--- config.mk ---
export PLATFORM = sky130hd
export DESIGN_NAME = dma_bridge
export DESIGN_NICKNAME = d
export VERILOG_FILES = /design/src/rtl/dma_bridge_pkg.sv /design/src/rtl/dma_chan_regs.sv /design/src/rtl/dma_chan_pick.sv /design/src/rtl/dma_byte_engine.sv /design/src/rtl/dma_bridge.sv
export SDC_FILE = /design/constraint.sdc
export NUM_CORES = 1
export LEC_CHECK = 0
export ABC_AREA = 1
export CORE_ASPECT_RATIO = 0.6
export CORE_MARGIN = 2
export CORE_UTILIZATION = 30
export CTS_BUF_LIST = sky130_fd_sc_hd__clkbuf_4 sky130_fd_sc_hd__clkbuf_8 sky130_fd_sc_hd__clkbuf_16
export DETAILED_ROUTE_END_ITERATION = 10
export PLACE_DENSITY = 0.45
export SLEW_MARGIN = 20
export SYNTH_ARGS = -nofsm -noshare
export SYNTH_HDL_FRONTEND = slang
export SYNTH_SLANG_ARGS = --single-unit
--- constraint.sdc ---
create_clock -name clk -period 5.6 [get_ports clk]
set_input_delay 1.12 -clock clk [delete_from_list [all_inputs] [get_ports clk]]
set_output_delay 1.12 -clock clk [all_outputs]
set_load 0.02 [all_outputs]
--- src/rtl/dma_bridge_pkg.sv ---
package dma_bridge_pkg;

  localparam int unsigned DIR_BIT  = 7;
  localparam int unsigned STEP_LSB = 3;
  localparam int unsigned PAT_LSB  = 0;

  typedef enum logic [1:0] {
    STEP_UP    = 2'd0,
    STEP_HOLD  = 2'd1,
    STEP_DOWN  = 2'd2,
    STEP_HOLDX = 2'd3
  } step_e;

  // Peripheral offset for a given sequence code and per-channel byte index.
  function automatic logic [1:0] pat_offset(input logic [2:0] code, input logic [1:0] idx);
    logic [1:0] r;
    case (code)
      3'd1, 3'd5: r = {1'b0, idx[0]};
      3'd3, 3'd7: r = {1'b0, idx[1]};
      3'd4:       r = idx;
      default:    r = 2'd0;
    endcase
    return r;
  endfunction

endpackage

--- src/rtl/dma_chan_regs.sv ---
module dma_chan_regs #(
  parameter int unsigned NCH      = 8,
  parameter logic [15:0] WIN_BASE = 16'h4300,
  localparam int unsigned CHW     = (NCH > 1) ? $clog2(NCH) : 1
) (
  input  logic           clk,
  input  logic           rst,
  input  logic           lock,
  input  logic           cpu_we,
  input  logic [15:0]    cpu_addr,
  input  logic [7:0]     cpu_wdata,
  output logic [7:0]     cpu_rdata,
  input  logic [CHW-1:0] sel_ch,
  output logic           sel_dir,
  output logic [1:0]     sel_step,
  output logic [2:0]     sel_pat,
  output logic [7:0]     sel_blow,
  output logic [15:0]    sel_addr,
  output logic [7:0]     sel_bank,
  output logic [15:0]    sel_cnt,
  input  logic           upd_en,
  input  logic [15:0]    upd_addr,
  input  logic [15:0]    upd_cnt
);
  import dma_bridge_pkg::*;

  localparam logic [15:0] WIN_SPAN = 16'(16 * NCH);

  logic [7:0]  mode_q [NCH];
  logic [7:0]  blow_q [NCH];
  logic [15:0] addr_q [NCH];
  logic [7:0]  bank_q [NCH];
  logic [15:0] cnt_q  [NCH];

  logic [15:0]    rel;
  logic           in_win;
  logic [CHW-1:0] wch;
  logic [3:0]     off;

  assign rel    = cpu_addr - WIN_BASE;
  assign in_win = (cpu_addr >= WIN_BASE) && (rel < WIN_SPAN);
  assign wch    = rel[4 +: CHW];
  assign off    = rel[3:0];

  always_ff @(posedge clk) begin
    if (rst) begin
      for (int i = 0; i < NCH; i++) begin
        mode_q[i] <= '0;
        blow_q[i] <= '0;
        addr_q[i] <= '0;
        bank_q[i] <= '0;
        cnt_q[i]  <= '0;
      end
    end else if (upd_en) begin
      addr_q[sel_ch] <= upd_addr;
      cnt_q[sel_ch]  <= upd_cnt;
    end else if (cpu_we && in_win && !lock) begin
      case (off)
        4'd0: mode_q[wch]        <= cpu_wdata;
        4'd1: blow_q[wch]        <= cpu_wdata;
        4'd2: addr_q[wch][7:0]   <= cpu_wdata;
        4'd3: addr_q[wch][15:8]  <= cpu_wdata;
        4'd4: bank_q[wch]        <= cpu_wdata;
        4'd5: cnt_q[wch][7:0]    <= cpu_wdata;
        4'd6: cnt_q[wch][15:8]   <= cpu_wdata;
        default: ;
      endcase
    end
  end

  always_ff @(posedge clk) begin
    if (rst) begin
      cpu_rdata <= '0;
    end else begin
      cpu_rdata <= '0;
      if (in_win) begin
        case (off)
          4'd0: cpu_rdata <= mode_q[wch];
          4'd1: cpu_rdata <= blow_q[wch];
          4'd2: cpu_rdata <= addr_q[wch][7:0];
          4'd3: cpu_rdata <= addr_q[wch][15:8];
          4'd4: cpu_rdata <= bank_q[wch];
          4'd5: cpu_rdata <= cnt_q[wch][7:0];
          4'd6: cpu_rdata <= cnt_q[wch][15:8];
          default: cpu_rdata <= '0;
        endcase
      end
    end
  end

  assign sel_dir  = mode_q[sel_ch][DIR_BIT];
  assign sel_step = mode_q[sel_ch][STEP_LSB +: 2];
  assign sel_pat  = mode_q[sel_ch][PAT_LSB +: 3];
  assign sel_blow = blow_q[sel_ch];
  assign sel_addr = addr_q[sel_ch];
  assign sel_bank = bank_q[sel_ch];
  assign sel_cnt  = cnt_q[sel_ch];

endmodule

--- src/rtl/dma_chan_pick.sv ---
module dma_chan_pick #(
  parameter int unsigned NCH  = 8,
  localparam int unsigned CHW = (NCH > 1) ? $clog2(NCH) : 1
) (
  input  logic [NCH-1:0] pend,
  output logic [CHW-1:0] pick_ch
);
  // Lowest pending channel wins: scan downward so the last hit is the lowest.
  logic [CHW-1:0] stage [NCH+1];
  assign stage[NCH] = '0;

  for (genvar g = NCH - 1; g >= 0; g--) begin : g_scan
    assign stage[g] = pend[g] ? CHW'(g) : stage[g+1];
  end

  assign pick_ch = stage[0];

endmodule

--- src/rtl/dma_byte_engine.sv ---
module dma_byte_engine #(
  parameter int unsigned NCH  = 8,
  parameter int unsigned CPB  = 4,
  localparam int unsigned CHW = (NCH > 1) ? $clog2(NCH) : 1,
  localparam int unsigned PHW = $clog2(CPB)
) (
  input  logic           clk,
  input  logic           rst,
  input  logic           go,
  input  logic [CHW-1:0] pick_ch,
  input  logic           dir,
  input  logic [1:0]     step,
  input  logic [2:0]     pat,
  input  logic [7:0]     blow,
  input  logic [15:0]    aaddr,
  input  logic [7:0]     abank,
  input  logic [15:0]    cnt,
  input  logic [7:0]     a_rdata,
  input  logic [7:0]     b_rdata,
  output logic [CHW-1:0] cur_ch,
  output logic           active,
  output logic [23:0]    a_addr,
  output logic           a_rd,
  output logic           a_wr,
  output logic [7:0]     a_wdata,
  output logic [7:0]     b_addr,
  output logic           b_rd,
  output logic           b_wr,
  output logic [7:0]     b_wdata,
  output logic           upd_en,
  output logic [15:0]    upd_addr,
  output logic [15:0]    upd_cnt,
  output logic           done_en
);
  import dma_bridge_pkg::*;

  localparam logic [PHW-1:0] PH_CAP  = PHW'(1);
  localparam logic [PHW-1:0] PH_LAST = PHW'(CPB - 1);

  logic           active_q;
  logic [CHW-1:0] ch_q;
  logic [PHW-1:0] ph_q;
  logic [1:0]     idx_q;
  logic [7:0]     hold_q;
  logic           rd_ph, wr_ph, last_byte;

  assign rd_ph     = active_q && (ph_q == '0);
  assign wr_ph     = active_q && (ph_q == PH_LAST);
  assign last_byte = (cnt == 16'd1);

  always_ff @(posedge clk) begin
    if (rst) begin
      active_q <= 1'b0;
      ch_q     <= '0;
      ph_q     <= '0;
      idx_q    <= '0;
      hold_q   <= '0;
    end else if (!active_q) begin
      if (go) begin
        active_q <= 1'b1;
        ch_q     <= pick_ch;
        ph_q     <= '0;
        idx_q    <= '0;
      end
    end else begin
      if (ph_q == PH_CAP) hold_q <= dir ? b_rdata : a_rdata;
      if (ph_q == PH_LAST) begin
        ph_q  <= '0;
        idx_q <= idx_q + 2'd1;
        if (last_byte) active_q <= 1'b0;
      end else begin
        ph_q <= ph_q + PHW'(1);
      end
    end
  end

  always_comb begin
    case (step_e'(step))
      STEP_UP:   upd_addr = aaddr + 16'd1;
      STEP_DOWN: upd_addr = aaddr - 16'd1;
      default:   upd_addr = aaddr;
    endcase
  end

  assign upd_cnt = cnt - 16'd1;
  assign upd_en  = wr_ph;
  assign done_en = wr_ph && last_byte;

  assign cur_ch  = ch_q;
  assign active  = active_q;
  assign a_addr  = {abank, aaddr};
  assign b_addr  = blow + {6'd0, pat_offset(pat, idx_q)};
  assign a_rd    = rd_ph && !dir;
  assign b_rd    = rd_ph && dir;
  assign b_wr    = wr_ph && !dir;
  assign a_wr    = wr_ph && dir;
  assign a_wdata = hold_q;
  assign b_wdata = hold_q;

endmodule

--- src/rtl/dma_bridge.sv ---
module dma_bridge #(
  parameter int unsigned NCH          = 8,
  parameter int unsigned CYC_PER_BYTE = 4,
  parameter logic [15:0] WIN_BASE     = 16'h4300,
  parameter logic [15:0] START_ADDR   = 16'h420B
) (
  input  logic        clk,
  input  logic        rst,
  input  logic        cpu_we,
  input  logic [15:0] cpu_addr,
  input  logic [7:0]  cpu_wdata,
  output logic [7:0]  cpu_rdata,
  output logic        busy,
  output logic [23:0] a_addr,
  output logic        a_rd,
  output logic        a_wr,
  output logic [7:0]  a_wdata,
  input  logic [7:0]  a_rdata,
  output logic [7:0]  b_addr,
  output logic        b_rd,
  output logic        b_wr,
  output logic [7:0]  b_wdata,
  input  logic [7:0]  b_rdata
);
  localparam int unsigned CHW = (NCH > 1) ? $clog2(NCH) : 1;

  logic [NCH-1:0] pend_q;
  logic [CHW-1:0] pick_ch, cur_ch;
  logic           active, go;
  logic           sel_dir;
  logic [1:0]     sel_step;
  logic [2:0]     sel_pat;
  logic [7:0]     sel_blow, sel_bank;
  logic [15:0]    sel_addr, sel_cnt;
  logic           upd_en, done_en;
  logic [15:0]    upd_addr, upd_cnt;

  assign busy = |pend_q;
  assign go   = busy && !active;

  always_ff @(posedge clk) begin
    if (rst) begin
      pend_q <= '0;
    end else if (cpu_we && (cpu_addr == START_ADDR) && !busy) begin
      pend_q <= cpu_wdata[NCH-1:0];
    end else if (done_en) begin
      pend_q[cur_ch] <= 1'b0;
    end
  end

  dma_chan_regs #(.NCH(NCH), .WIN_BASE(WIN_BASE)) u_regs (
    .clk(clk), .rst(rst), .lock(busy),
    .cpu_we(cpu_we), .cpu_addr(cpu_addr), .cpu_wdata(cpu_wdata), .cpu_rdata(cpu_rdata),
    .sel_ch(cur_ch), .sel_dir(sel_dir), .sel_step(sel_step), .sel_pat(sel_pat),
    .sel_blow(sel_blow), .sel_addr(sel_addr), .sel_bank(sel_bank), .sel_cnt(sel_cnt),
    .upd_en(upd_en), .upd_addr(upd_addr), .upd_cnt(upd_cnt)
  );

  dma_chan_pick #(.NCH(NCH)) u_pick (
    .pend(pend_q), .pick_ch(pick_ch)
  );

  dma_byte_engine #(.NCH(NCH), .CPB(CYC_PER_BYTE)) u_eng (
    .clk(clk), .rst(rst), .go(go), .pick_ch(pick_ch),
    .dir(sel_dir), .step(sel_step), .pat(sel_pat), .blow(sel_blow),
    .aaddr(sel_addr), .abank(sel_bank), .cnt(sel_cnt),
    .a_rdata(a_rdata), .b_rdata(b_rdata),
    .cur_ch(cur_ch), .active(active),
    .a_addr(a_addr), .a_rd(a_rd), .a_wr(a_wr), .a_wdata(a_wdata),
    .b_addr(b_addr), .b_rd(b_rd), .b_wr(b_wr), .b_wdata(b_wdata),
    .upd_en(upd_en), .upd_addr(upd_addr), .upd_cnt(upd_cnt), .done_en(done_en)
  );

endmodule

-- Word level (Yosys, flattened, before mapping)
Memory sizes are Yosys's and may differ from the RTL's. A register that Yosys moved wholly into a read port is not among the register bits.
Index checks and enable logic that the tools add are counted.
- multiplexer cells: 96
- $lt $le $gt $ge: 4
- reduce and logical (&&, ||, !) cells: 36
- $add $sub $neg: 7
- bitwise gates (word level): 4
- equal/unequal tests: 17
- operator list (cell ; number):
    $mux 3 ; 25
    $mux 16 ; 4
    $reduce_or 16->1 ; 4
    $pmux 8 s7 ; 1
    $mux 1 ; 50
    $mux 8 ; 6
    $pmux 16 s2 ; 1
    $reduce_or 8->1 ; 4
    $sub 16x1->16 const B ; 2
    $add 16x1->16 const B ; 1
    $eq 16x1->1 const B ; 1
    $eq 16x15->1 const B ; 1
    $ge 16x15->1 const B ; 1
    $lt 16x8->1 const B ; 1
    $sub 16x15->16 const B ; 1
    $logic_and 1x1->1 ; 14
    $mux 2 ; 7
    $eq 4x3->1 const B ; 3
    $eq 3x3->1 const B ; 3
    $add 8x2->8 ; 1
    $and 8x8->8 ; 1
    $eq 4x2->1 const B ; 2
    $not 8->8 ; 1
    $pmux 2 s3 ; 1
    17 further kinds ; 28
- memories: 5
- register bits: 32
- output and inout port bits: 61
- logic and storage cells: 176
- memory bits (writable): 448
- input bits: 43
- memory list (memory ; words ; width ; read ports ; clocked after Yosys merged registers in ; write ports ; line ; text):
    u_regs.addr_q ; 8 ; 16 ; 2 ; 1 ; 8 ; dma_chan_regs.sv:31 ; logic [15:0] addr_q [NCH];
    u_regs.cnt_q ; 8 ; 16 ; 2 ; 1 ; 8 ; dma_chan_regs.sv:33 ; logic [15:0] cnt_q [NCH];
    u_regs.bank_q ; 8 ; 8 ; 2 ; 1 ; 8 ; dma_chan_regs.sv:32 ; logic [7:0] bank_q [NCH];
    u_regs.blow_q ; 8 ; 8 ; 2 ; 1 ; 8 ; dma_chan_regs.sv:30 ; logic [7:0] blow_q [NCH];
    u_regs.mode_q ; 8 ; 8 ; 2 ; 1 ; 8 ; dma_chan_regs.sv:29 ; logic [7:0] mode_q [NCH];

-- Depth between registers and ports, before layout
- depth in word-level cells: 11
- depth in mapped cells: 25
- gate-level depth less buffers: 23

-- By module
Synthesis repeated with hierarchy kept, for this count alone.
- cell total of the unflattened synthesis: 3786
- area, all modules: 29171.7 um^2
- modules (own cells, without submodules) (module ; instances ; area an instance (um^2) ; sequential area each (um^2) ; cells each):
    dma_chan_regs ; 1 ; 25818.5 ; 13613.1 ; 3203
    dma_byte_engine ; 1 ; 2690.1 ; 320.3 ; 457
    dma_bridge ; 1 ; 568.0 ; 160.2 ; 107
    dma_chan_pick ; 1 ; 95.1 ; 0.0 ; 19

-- Worst setup path before layout
No wires, ideal clock.
- path type: reg2out
- start: register with a tool-made name
- end: output port b_addr[6]
- required time: 4480 ps
- data arrival time: 3240 ps
- path buffers: 5
- stages on the path, launching flop included: 20
- path slack: 1240 ps
- cells stage by stage: dfxtp_1 > buf_6 > buf_2 > buf_4 > buf_2 > buf_2 > o21ai_0 > o21ai_0 > nand2_1 > o21ai_0 > nor2_1 > o211ai_1 > a221oi_1 > ha_1 > inv_1 > fa_1 > inv_1 > nand3b_1 > nand3b_1 > xor2_1
- RTL lines (item ; line ; text):
    to (decl) ; dma_bridge.sv:19 ; output logic [7:0] b_addr,

==> summary.md <==
The detailed router finished its first iteration with 3,234 violations. After layout, the worst path uses 91.5% of the clock period. After synthesis, the share of flip-flops with an asynchronous set or reset is 0%. The maximum fanout encountered on the critical timing path works out to 28. The cell occurring most often along the worst timing path was inv_1.

The run finished with clean final reports. The via-per-instance ratio was 5.50. The total power is 8.37 mW, and the maximum clock frequency is 0.195 GHz. Chip height: 236 um. The logs give 4.00 ns for the arrival time at the worst endpoint and 3,198 for the net count of the mapped netlist. Across all layers, the routed design uses 24,400 vias.

For this run, the detailed router's first-pass iteration total came to 6. The combinational group share of total power came out at 8.1%. Number of CTS-inserted buffers: 51.

104 I/O pins were placed. The tools report the critical path endpoint category as a primary output. Fraction of power consumed by sequential logic: 49.0%. The number of global-route vias before repair is 22,300, and the headroom to the max-slew limit is 21.1%. The synthesized design contains 483 register bits. Detailed placement ended at an HPWL of 79,100 um.

The latest clock arrival within the worst-skew pair was 0.65 ns. The floorplan step set the die width to 391 um. The die covers 92,400 um2. The final routed wirelength across all metal layers is 115,000 um, and the switching power share of the total is 25.9%. Row generation in the floorplan step produced 85 rows.

Library cell contributing the largest single delay on the critical path: clkdlybuf4s50_1. The switching power is 2.17 mW, and the total of warnings raised by yosys is 0. The internal power of the cells totals 6.20 mW.

Entering global routing, the biggest net connects 171 pins. During placement, the flow inserted port buffers numbering 103. The tools report the filler cell count in the final layout as 9,340.

Setup repair after global routing left no endpoint under its margin. Counting flops with a built-in enable in the synthesized netlist gives 448. The worst setup path is launched from a flop. The signal on the critical path passes through inv_8 > buf_6 > nand2_1 > a32oi_1 > o211ai_1 > a221oi_2 > ha_1 > inv_1 > fa_1 > inv_1 > nand3b_1 > xnor2_1 > clkdlybuf4s50_1. Setup violations remaining at the end of the flow were counted as 0.

Dividing the synthesized area by the synthesized cell count gives 8.61 um2. For the clock share of power, the log shows 42.8%. The tools report the number of nets in the layout as 3,288. STA puts the critical path data required time at 4.48 ns.

The layout overhead on the synthesized area came out at 15.8%. For this run, the leading register cell type out of synthesis is edfxtp_1. The maximum count of clock buffers along a single path was 3; the actual slew at the worst max-slew pin was 1.18 ns.

After routing, the total negative slack on setup checks comes to 0 ns. Global routing used 24.4% of the available tracks across all layers. The TritonCTS sink count was 483.

The root buffer cell was clkbuf_16. The max-slew violation total from the final report was 0; the number of design rule violations left after detail routing was 0. The initial antenna violation count was 3. The worst clock skew is 0.0412 ns.

Global route total overflow: 0. The worst-case IR drop observed on VDD is 0.000209 V. The first global-routing pass estimated 164,000 um of wire. The path class of the tightest hold or removal check is flop to flop. The H-tree generated during clock tree synthesis spans 2 levels.

The maximum single-stage delay on the critical path was 0.62 ns; the count of maximum capacitance violations was 0. Synthesis instantiated 60 different standard cells from the library. Summing the sequential cell areas from Yosys gives 52.5% of the chip area.

TritonCTS built the clock tree. The placeable core region was 89,300 um2; the clock edge transition at the registers on the reported setup and hold paths was 0.07 ns. The average wire length per cell after detail routing is 25.9 um.

The final critical-path required period was 5.12 ns; the number of hold-slack violations in the final timing report was 0. The category of the most critical setup path was flop to primary output. For the cell area after technology mapping, the log shows 27,000 um2. In the final layout, the share of cells above drive strength 1 is 9.41%. At the end of routability-driven placement, the weighted congestion stood at 0.873. Synthesis handed over a netlist of 3,132 instances.

Remaining number of nets flagged by the antenna check after routing: 0. The effective utilization at floorplan is 30.2%, and the leakage power of the design is 12.0 nW. Power per cell area: 268 nW/um2.
## cells in the mapped netlist (12+ instances only)
| cell type | n | area share, % |
|---|---|---|
| o21ai_0 | 336 | 6.2 |
| nand3_2 | 12 | 0.45 |
| o2111ai_1 | 24 | 0.78 |
| dfxtp_1 | 35 | 2.6 |
| a31oi_1 | 26 | 0.60 |
| o211ai_1 | 25 | 0.70 |
| edfxtp_1 | 448 | 50 |
| nor3_1 | 12 | 0.22 |
| buf_4 | 19 | 0.53 |
| nor2_1 | 518 | 7.2 |
| buf_1 | 24 | 0.33 |
| inv_1 | 281 | 3.9 |
| buf_2 | 51 | 0.95 |
| nand2_1 | 548 | 7.6 |
| buf_6 | 12 | 0.50 |
| a221oi_1 | 29 | 0.94 |
| nand4_1 | 23 | 0.53 |
| nand3_1 | 74 | 1.4 |
| ha_1 | 21 | 0.97 |
| a22oi_1 | 16 | 0.45 |
| nand4_2 | 23 | 1.1 |
| o31ai_1 | 15 | 0.42 |
| inv_2 | 19 | 0.26 |
| clkbuf_1 | 73 | 1.0 |
| o22ai_1 | 39 | 0.90 |
| a21oi_1 | 297 | 5.5 |
## worst paths after layout
path / startpoint / to / slack (ns) / cells after the start
hold / removal: u_eng.idx_q[1]$_SDFFE_PP0P_ / u_eng.idx_q[1]$_SDFFE_PP0P_ / 0.49 / 2
setup reg to reg: flop / u_regs.addr_q[6][10]$_SDFFCE_PN0P_ / 0.77 / 21
hold reg to reg: u_eng.idx_q[1]$_SDFFE_PP0P_ / u_eng.idx_q[1]$_SDFFE_PP0P_ / 0.49 / 2
setup / recovery: flop / b_addr[4] / 0.48 / 13
## power by group through the flow
stage	Combinational, mW	Clock, mW	Sequential (mW)
final	0.681	3.58	4.10
after global placement	0.673	0	4.18
after global routing	0.725	3.75	4.11
after CTS	0.669	3.62	4.10
after detailed placement	0.667	0	4.17
after floorplan	0.346	0	4.15
## stage by stage
| stage | hold WS, ns | worst slack (ns) | area (um2) | cells | util, % |
|---|---|---|---|---|---|
| floorplan | 0.448 | 1.24 | 27000 | 3132 | - |
| global placement | 0.481 | 0.704 | 29500 | 4342 | 33.1 |
| detailed placement | 0.481 | 0.726 | 29500 | 4342 | 33.1 |
| CTS | 0.490 | 0.0120 | 31200 | 4436 | 34.9 |
| global route | 0.528 | 0.189 | 31200 | 4437 | 35.0 |
| finish | 0.487 | 0.478 | 31200 | 4438 | 35.0 |
## cell usage in the layout (no fill, tap or decap), types with 23 or more instances in the layout
cell             instances
clkdlybuf4s50_1        102
edfxtp_1               448
nor2_1                 518
nand4_2                 23
a21oi_1                297
nand4_1                 23
dfxtp_1                 32
o21ai_0                336
a221oi_1                28
buf_4                  103
inv_1                  278
a31oi_1                 26
clkbuf_16               51
nand2_1                547
nand3_1                 72
o211ai_1                25
o22ai_1                 39
o2111ai_1               24
## registers in the layout (all words and copies together), names as in the netlist, 2 cells and up, named ones only
signal / count
u_eng.a_wdata: 8
pend_q: 8
u_regs.addr_q: 128
u_regs.blow_q: 64
u_regs.cpu_rdata: 8
u_regs.cnt_q: 128
u_eng.cur_ch: 3
u_eng.idx_q: 2
u_eng.ph_q: 2
u_regs.bank_q: 64
u_regs.mode_q: 64
## metal layers
layer  GRT usage, %  share of wire (%)  routed length (um)
met2           32.6                 38               44300
met4           5.44                2.2                2590
met5              0                  0                   0
met1           39.0                 48               55700
met3           5.33                 11               12500
## worst max-delay path: cells and delay by family (launching register included)
family	cells	cell delay (ns)
buffers and inverters	5	1.19
adder cells (fa/ha/maj)	2	0.69
AO/OA/AOI/OAI	3	0.70
flip-flops	1	0.42
AND/OR/NAND/NOR	2	0.18
XOR/XNOR	1	0.15
## cell families (layout without fill, tap and decap cells)
| logic type | after synthesis | count (layout) | synth area share (%) |
|---|---|---|---|
| other cells | 0 | 1 | 0 |
| flops | 483 | 483 | 52.5 |
| fa+ha+maj | 23 | 23 | 1.12 |
| xor+xnor | 20 | 20 | 0.649 |
| compound gates | 868 | 868 | 18.5 |
| simple gates | 1248 | 1248 | 19.6 |
| buf+inv | 490 | 621 | 7.66 |
## repair_timing
action | in CTS | in global routing
resized for setup | 0 | 6
setup endpoints to repair | 0 | 2
hold buffers | 0 | 0
setup buffers | 0 | 1
## cell type report
class                      instances  area [um2]  share of cell area, %
clock buffer                      59        1340                   4.28
tap                             1174        1470                   4.70
antenna                            1        2.50                0.00801
timing repair buffer             216        1970                   6.31
inverter                         311        1180                   3.77
clock inverter                    35         328                   1.05
sequential                       483       14200                   45.4
multi-input combinational       2159       10800                   34.5
Power figures use the tool's default switching activity.
